### src/rtl/sfir_pkg.sv
package sfir_pkg;
  function automatic int acc_width(input int data_w, input int coef_w, input int taps);
    return data_w + coef_w + $clog2(taps);
  endfunction

  function automatic int fill_width(input int taps);
    return $clog2(taps + 1);
  endfunction
endpackage

### src/rtl/sfir_cell.sv
module sfir_cell #(
  parameter int DATA_W = 16,
  parameter int COEF_W = 16,
  parameter int ACC_W  = 35
) (
  input  logic                     clk,
  input  logic                     rst,
  input  logic                     step,
  input  logic                     coef_we,
  input  logic signed [COEF_W-1:0] coef_in,
  output logic signed [COEF_W-1:0] coef_out,
  input  logic signed [DATA_W-1:0] x_in,
  output logic signed [DATA_W-1:0] x_out,
  input  logic signed [ACC_W-1:0]  s_in,
  output logic signed [ACC_W-1:0]  s_out,
  input  logic                     t_in,
  output logic                     t_out
);
  localparam int PROD_W = DATA_W + COEF_W;

  logic signed [DATA_W-1:0] x_near, x_far;
  logic signed [COEF_W-1:0] w_q;
  logic signed [PROD_W-1:0] prod;
  logic signed [ACC_W-1:0]  sum_q;
  logic                     tag_q;

  assign prod = PROD_W'(x_in) * PROD_W'(w_q);

  always_ff @(posedge clk) begin
    if (rst) begin
      x_near <= '0;
      x_far  <= '0;
      w_q    <= '0;
      sum_q  <= '0;
      tag_q  <= 1'b0;
    end else begin
      if (coef_we) w_q <= coef_in;
      if (step) begin
        x_near <= x_in;
        x_far  <= x_near;
        sum_q  <= s_in + ACC_W'(prod);
        tag_q  <= t_in;
      end
    end
  end

  assign coef_out = w_q;
  assign x_out    = x_far;
  assign s_out    = sum_q;
  assign t_out    = tag_q;

  AST_NO_OVERFLOW: assert property (@(posedge clk) disable iff (rst)
    (step && (s_in[ACC_W-1] == prod[PROD_W-1])) |=> (sum_q[ACC_W-1] == $past(prod[PROD_W-1])))
    else $error("partial sum overflowed");

  AST_COEF_HOLD: assert property (@(posedge clk) disable iff (rst)
    !coef_we |=> $stable(w_q))
    else $error("coefficient changed without write");

  AST_SAMPLE_FREEZE: assert property (@(posedge clk) disable iff (rst)
    !step |=> ($stable(x_near) && $stable(sum_q)))
    else $error("cell moved without step");
endmodule

### src/rtl/sfir_flow.sv
module sfir_flow #(
  parameter int TAPS = 5
) (
  input  logic clk,
  input  logic rst,
  input  logic in_valid,
  input  logic out_ready,
  input  logic last_tag,
  output logic in_ready,
  output logic out_valid,
  output logic step
);
  localparam int FILL_W = sfir_pkg::fill_width(TAPS);

  logic              fresh_q;
  logic [FILL_W-1:0] fill_q;

  assign out_valid = fresh_q & last_tag;
  assign in_ready  = !out_valid || out_ready;
  assign step      = in_valid && in_ready;

  always_ff @(posedge clk) begin
    if (rst) begin
      fresh_q <= 1'b0;
      fill_q  <= '0;
    end else begin
      if (step) fresh_q <= 1'b1;
      else if (out_ready) fresh_q <= 1'b0;
      if (step && (fill_q != FILL_W'(TAPS))) fill_q <= fill_q + 1'b1;
    end
  end

  AST_FILL_GATE: assert property (@(posedge clk) disable iff (rst)
    out_valid |-> (fill_q == FILL_W'(TAPS)))
    else $error("result offered before chain filled");

  AST_VALID_DROP: assert property (@(posedge clk) disable iff (rst)
    (out_valid && out_ready && !in_valid) |=> !out_valid)
    else $error("valid persisted after handshake");
endmodule

### src/rtl/sfir_array.sv
module sfir_array #(
  parameter int TAPS   = 5,
  parameter int DATA_W = 16,
  parameter int COEF_W = 16,
  localparam int ACC_W = sfir_pkg::acc_width(DATA_W, COEF_W, TAPS)
) (
  input  logic              clk,
  input  logic              rst,
  input  logic              coef_wr,
  input  logic [COEF_W-1:0] coef_wr_data,
  input  logic              in_valid,
  output logic              in_ready,
  input  logic [DATA_W-1:0] in_data,
  output logic              out_valid,
  input  logic              out_ready,
  output logic [ACC_W-1:0]  out_data
);
  logic signed [DATA_W-1:0] x_link [TAPS+1];
  logic signed [COEF_W-1:0] c_link [TAPS+1];
  logic signed [ACC_W-1:0]  s_link [TAPS+1];
  logic                     t_link [TAPS+1];
  logic                     step;

  assign x_link[0] = $signed(in_data);
  assign c_link[0] = $signed(coef_wr_data);
  assign s_link[0] = '0;
  assign t_link[0] = 1'b1;

  for (genvar j = 0; j < TAPS; j++) begin : g_tap
    sfir_cell #(
      .DATA_W(DATA_W),
      .COEF_W(COEF_W),
      .ACC_W (ACC_W)
    ) u_cell (
      .clk     (clk),
      .rst     (rst),
      .step    (step),
      .coef_we (coef_wr),
      .coef_in (c_link[j]),
      .coef_out(c_link[j+1]),
      .x_in    (x_link[j]),
      .x_out   (x_link[j+1]),
      .s_in    (s_link[j]),
      .s_out   (s_link[j+1]),
      .t_in    (t_link[j]),
      .t_out   (t_link[j+1])
    );
  end

  sfir_flow #(.TAPS(TAPS)) u_flow (
    .clk      (clk),
    .rst      (rst),
    .in_valid (in_valid),
    .out_ready(out_ready),
    .last_tag (t_link[TAPS]),
    .in_ready (in_ready),
    .out_valid(out_valid),
    .step     (step)
  );

  assign out_data = s_link[TAPS];

  AST_HOLD_OUT: assert property (@(posedge clk) disable iff (rst)
    (out_valid && !out_ready) |=> (out_valid && $stable(out_data)))
    else $error("result changed under back-pressure");

  AST_GAP_FREEZE: assert property (@(posedge clk) disable iff (rst)
    !step |=> ($stable(x_link[TAPS]) && $stable(s_link[TAPS])))
    else $error("chain tail moved without acceptance");

  AST_COEF_SHIFT: assert property (@(posedge clk) disable iff (rst)
    coef_wr |=> (c_link[TAPS] == $past(c_link[TAPS-1])))
    else $error("coefficient did not shift to neighbour");
endmodule

### config.mk
export PLATFORM = sky130hd
export DESIGN_NAME = sfir_array
export DESIGN_NICKNAME = d
export VERILOG_FILES = /design/src/rtl/sfir_pkg.sv /design/src/rtl/sfir_cell.sv /design/src/rtl/sfir_flow.sv /design/src/rtl/sfir_array.sv
export SDC_FILE = /design/constraint.sdc
export NUM_CORES = 2
export LEC_CHECK = 0
export ABC_CLOCK_PERIOD_IN_PS = 8900
export CAP_MARGIN = 0
export CORE_ASPECT_RATIO = 1.75
export CORE_UTILIZATION = 45
export DETAILED_ROUTE_END_ITERATION = 10
export GPL_TIMING_DRIVEN = 0
export PLACE_DENSITY = 0.68
export REMOVE_ABC_BUFFERS = 1
export SLEW_MARGIN = 15
export SYNTH_ARGS = -nofsm -noshare
export SYNTH_HDL_FRONTEND = slang
export SYNTH_HIERARCHICAL = 1
export SYNTH_SLANG_ARGS = --single-unit
export TNS_END_PERCENT = 10
### constraint.sdc
create_clock -name clk -period 8.9 [get_ports clk]
set_clock_uncertainty 0.1 [all_clocks]
set_input_delay 1.78 -clock clk [delete_from_list [all_inputs] [get_ports clk]]
set_output_delay 1.78 -clock clk [all_outputs]
set_load 0.03 [all_outputs]
==> flow_summary.rst <==
.. list-table::
   :header-rows: 1

   * - Metric
     - Value
   * - Run status
     - finished clean
   * - Endpoint of the most critical register-to-register path
     - g_tap[0].u_cell/s_out[29]$_SDFFE_PP0P_
   * - Total Die Area
     - 0.1613 mm^2
   * - Overflow left after global routing
     - 0
   * - Cell repeated most along the worst path
     - sky130_fd_sc_hd__fa_1
   * - Die width
     - 304.1 um
   * - Cell type of the slowest stage on the worst timing path
     - sky130_fd_sc_hd__clkdlybuf4s50_1
   * - Final TNS setup
     - 0 ns
   * - Routed length on met3
     - 5146 um
   * - Count of antenna diodes in the layout
     - 0
   * - First-pass GRT wire length
     - 283700 um
   * - Vias in the first global route
     - 56830
   * - Num Clock Sinks
     - 389
   * - Total count of hold-check failures in the final report
     - 0
   * - Element type at the critical path start
     - input port
   * - Count of final setup violators
     - 0
   * - Source-to-sink clock delay at the later pin of the worst-skew pair
     - 0.67 ns
   * - Unrepaired setup endpoints after global routing
     - false
   * - Highest metal used
     - met4
   * - Root Buffer
     - sky130_fd_sc_hd__clkbuf_16
   * - Number of cells produced by synthesis
     - 7703
   * - Average routed wire per standard cell
     - 17.57 um
   * - Detail Route Antenna Nets
     - 0
   * - Filler cell count
     - 14900
   * - First element of the critical path
     - in_data[9]
   * - TritonCTS clock tree
     - done
   * - HPWL after detailed placement
     - 139800 um
   * - Tot Pwr
     - 8.648 mW
   * - Achievable frequency
     - 116.9 MHz
   * - Number of setup buffers added after CTS
     - 0
   * - Number of design rule violations left after detail routing
     - 0
   * - DR pass1 iterations
     - 7
   * - Final number of max-transition violations
     - 0
   * - Req. time, crit path
     - 9.35 ns
   * - Met2 wire len
     - 97100 um
   * - Depth of the worst hold-timing path
     - 2
   * - Max stage delay on crit path
     - 1.14 ns
   * - Layout Utilization
     - 0.4790
   * - Sum of routed wire length over all layers
     - 169400 um
   * - Count of buffers inserted at the top-level ports
     - 73
   * - Num ports
     - 74
   * - # nets final
     - 9666
   * - Period utilization
     - 0.9614
   * - Total track usage
     - 0.2189
   * - Number of buffers added by the clock tree synthesis step
     - 48
   * - R2R Path Start
     - g_tap[0].u_cell/coef_out[1]$_SDFFE_PP0P_
   * - Synthesis-to-finish area growth
     - 5.456%
   * - Synthesis warning total
     - 6
   * - DRC violation total after the first TritonRoute iteration
     - 1936
   * - Hold Crit Endpoint
     - g_tap[4].u_cell/s_out[14]$_SDFFE_PP0P_
   * - Hold path startpoint
     - g_tap[4].u_cell/s_out[14]$_SDFFE_PP0P_
   * - Shortest clock period the worst path allows after layout
     - 8.556 ns
   * - Placeable core area
     - 0.1582 mm^2
   * - Arrival @ worst endpoint
     - 9.00 ns
   * - PwrDens
     - 114.1 mW/mm^2
   * - Slack of the worst reg-to-reg path
     - 1.37 ns
   * - Clock edge transition at the registers on the reported setup and hold paths
     - 0.07 ns
   * - CTS H-tree depth
     - 2
   * - Post-route cell area
     - 0.07577 mm^2
   * - Most frequent cells in the layout
     - sky130_fd_sc_hd__inv_1, sky130_fd_sc_hd__fa_1, sky130_fd_sc_hd__nand2_1
   * - IR Drop Worst-Case VDD
     - 225.3 uV
   * - Count of hold buffers inserted by post-cts repair
     - 0
   * - Via Count
     - 50030
   * - Syn_area_per_cell
     - 9.327 um^2
   * - Average vias per placed instance
     - 5.189
   * - Cells traversed along the worst timing path
     - clkdlybuf4s50_1 -> nand2_1 -> fa_1 -> inv_1 -> fa_1 -> fa_1 -> fa_1 -> fa_1 -> inv_1 -> fa_1 -> inv_1 -> ha_1 -> a21o_1 -> a21o_1 -> a21oi_1 -> nor2_1 -> a211oi_1 -> nand2_1 -> a31oi_1 -> mux2_1 -> o22ai_1
   * - Critical-path maximum fanout
     - 17
   * - Initial standard-cell utilization of the core
     - 0.4542
   * - Worst max-slew margin expressed relative to the limit
     - 0.2605
   * - Die Height
     - 530.6 um
   * - Most common library cell in the layout ignoring fill and taps
     - sky130_fd_sc_hd__inv_1
   * - Pin count of the biggest net entering global routing
     - 120
   * - Leakage power
     - 39.19 nW
   * - Count of cells along the worst register-to-register path
     - 20
   * - Crit. End Element
     - register
   * - Length of routed wiring on met1
     - 56770 um
   * - Proportion of layout cells with a drive suffix above 1
     - 0.02304
   * - Count of maximum capacitance violations
     - 0
   * - GPL Wtd Cong
     - 0.9177
   * - Worst setup path category
     - input port to register
   * - Initial antenna violation count
     - 0
   * - Number of gates resized after cts
     - 1
   * - Mapped Area
     - 0.07185 mm^2
   * - Worst hold path class
     - register to register
   * - Placed cell areas
     - 0.07420 mm^2
   * - Number of placement rows
     - 193
   * - Clock Path Buffers
     - 3
   * - Transition time at the pin with the least slew margin
     - 1.106 ns
-- worst max-delay path, delay by kind of cell --
kind | cells | cell delay (ns)
multiplexers | 1 | 0.34
AO/OA/AOI/OAI | 6 | 1.50
adder cells (fa/ha/maj) | 7 | 3.58
buffers and inverters | 4 | 1.29
AND/OR/NAND/NOR | 3 | 0.48
-- power breakdown --
part           internal, mW  switching [mW]  total (mW)  leakage (nW)
Combinational          1.96            2.68        4.64          35.3
Clock                  1.11           0.892        2.00         0.755
Sequential             1.86           0.146        2.00          3.16
-- layer usage --
metal	track usage	vias to the layer above
li1	-	22590
met5	0	-
met4	0.1219	0
met3	0.02121	542
met2	0.4496	1171
met1	0.2075	25720
-- state kept, by name, summed over array words and instances (netlist names) --
| signal | count |
|---|---|
| g_tap.u_cell/x_near | 64 |
| g_tap.u_cell/coef_out | 80 |
| g_tap.u_cell/t_out | 5 |
| g_tap.u_cell/x_out | 64 |
| u_flow/fresh_q | 1 |
| g_tap.u_cell/s_out | 175 |
-- through the flow --
step           setup WS [ns]  instances  hold WS, ns
2_1_floorplan         -6.708       7425       0.3321
5_1_grt               0.1135       9641       0.3826
4_1_cts               0.3707       9641       0.3617
3_5_place_dp         -0.7116       9556       0.3522
3_3_place_gp          -14.09       9545       0.3505
6_report              0.3438       9641       0.3595
-- layout make-up --
cell class                      instances  area [um^2]  area share
Clock buffer                           64         1361     0.01797
Sequential cell                       389         7787      0.1028
Timing Repair Buffer                   84         1039     0.01371
Clock inverter                         21        210.2    0.002774
Inverter                             1881         7061     0.09319
Multi-Input combinational cell       5155        55750      0.7358
Tap cell                             2047         2561     0.03380
-- how the worst max path moves through the flow --
| stage | to | slack (ns) | cells after the start |
|---|---|---|---|
| after floorplan | g_tap[0].u_cell/s_out[34]$_SDFFE_PP0P_ | -6.71 | 6 |
| after global placement | g_tap[0].u_cell/s_out[8]$_SDFFE_PP0P_ | -14.09 | 7 |
| after detailed placement | g_tap[0].u_cell/s_out[31]$_SDFFE_PP0P_ | -0.71 | 21 |
| after CTS | g_tap[0].u_cell/s_out[31]$_SDFFE_PP0P_ | 0.37 | 21 |
| after global routing | g_tap[0].u_cell/s_out[31]$_SDFFE_PP0P_ | 0.11 | 21 |
| final | g_tap[0].u_cell/s_out[29]$_SDFFE_PP0P_ | 0.34 | 21 |
Power figures use the tool's default switching activity.
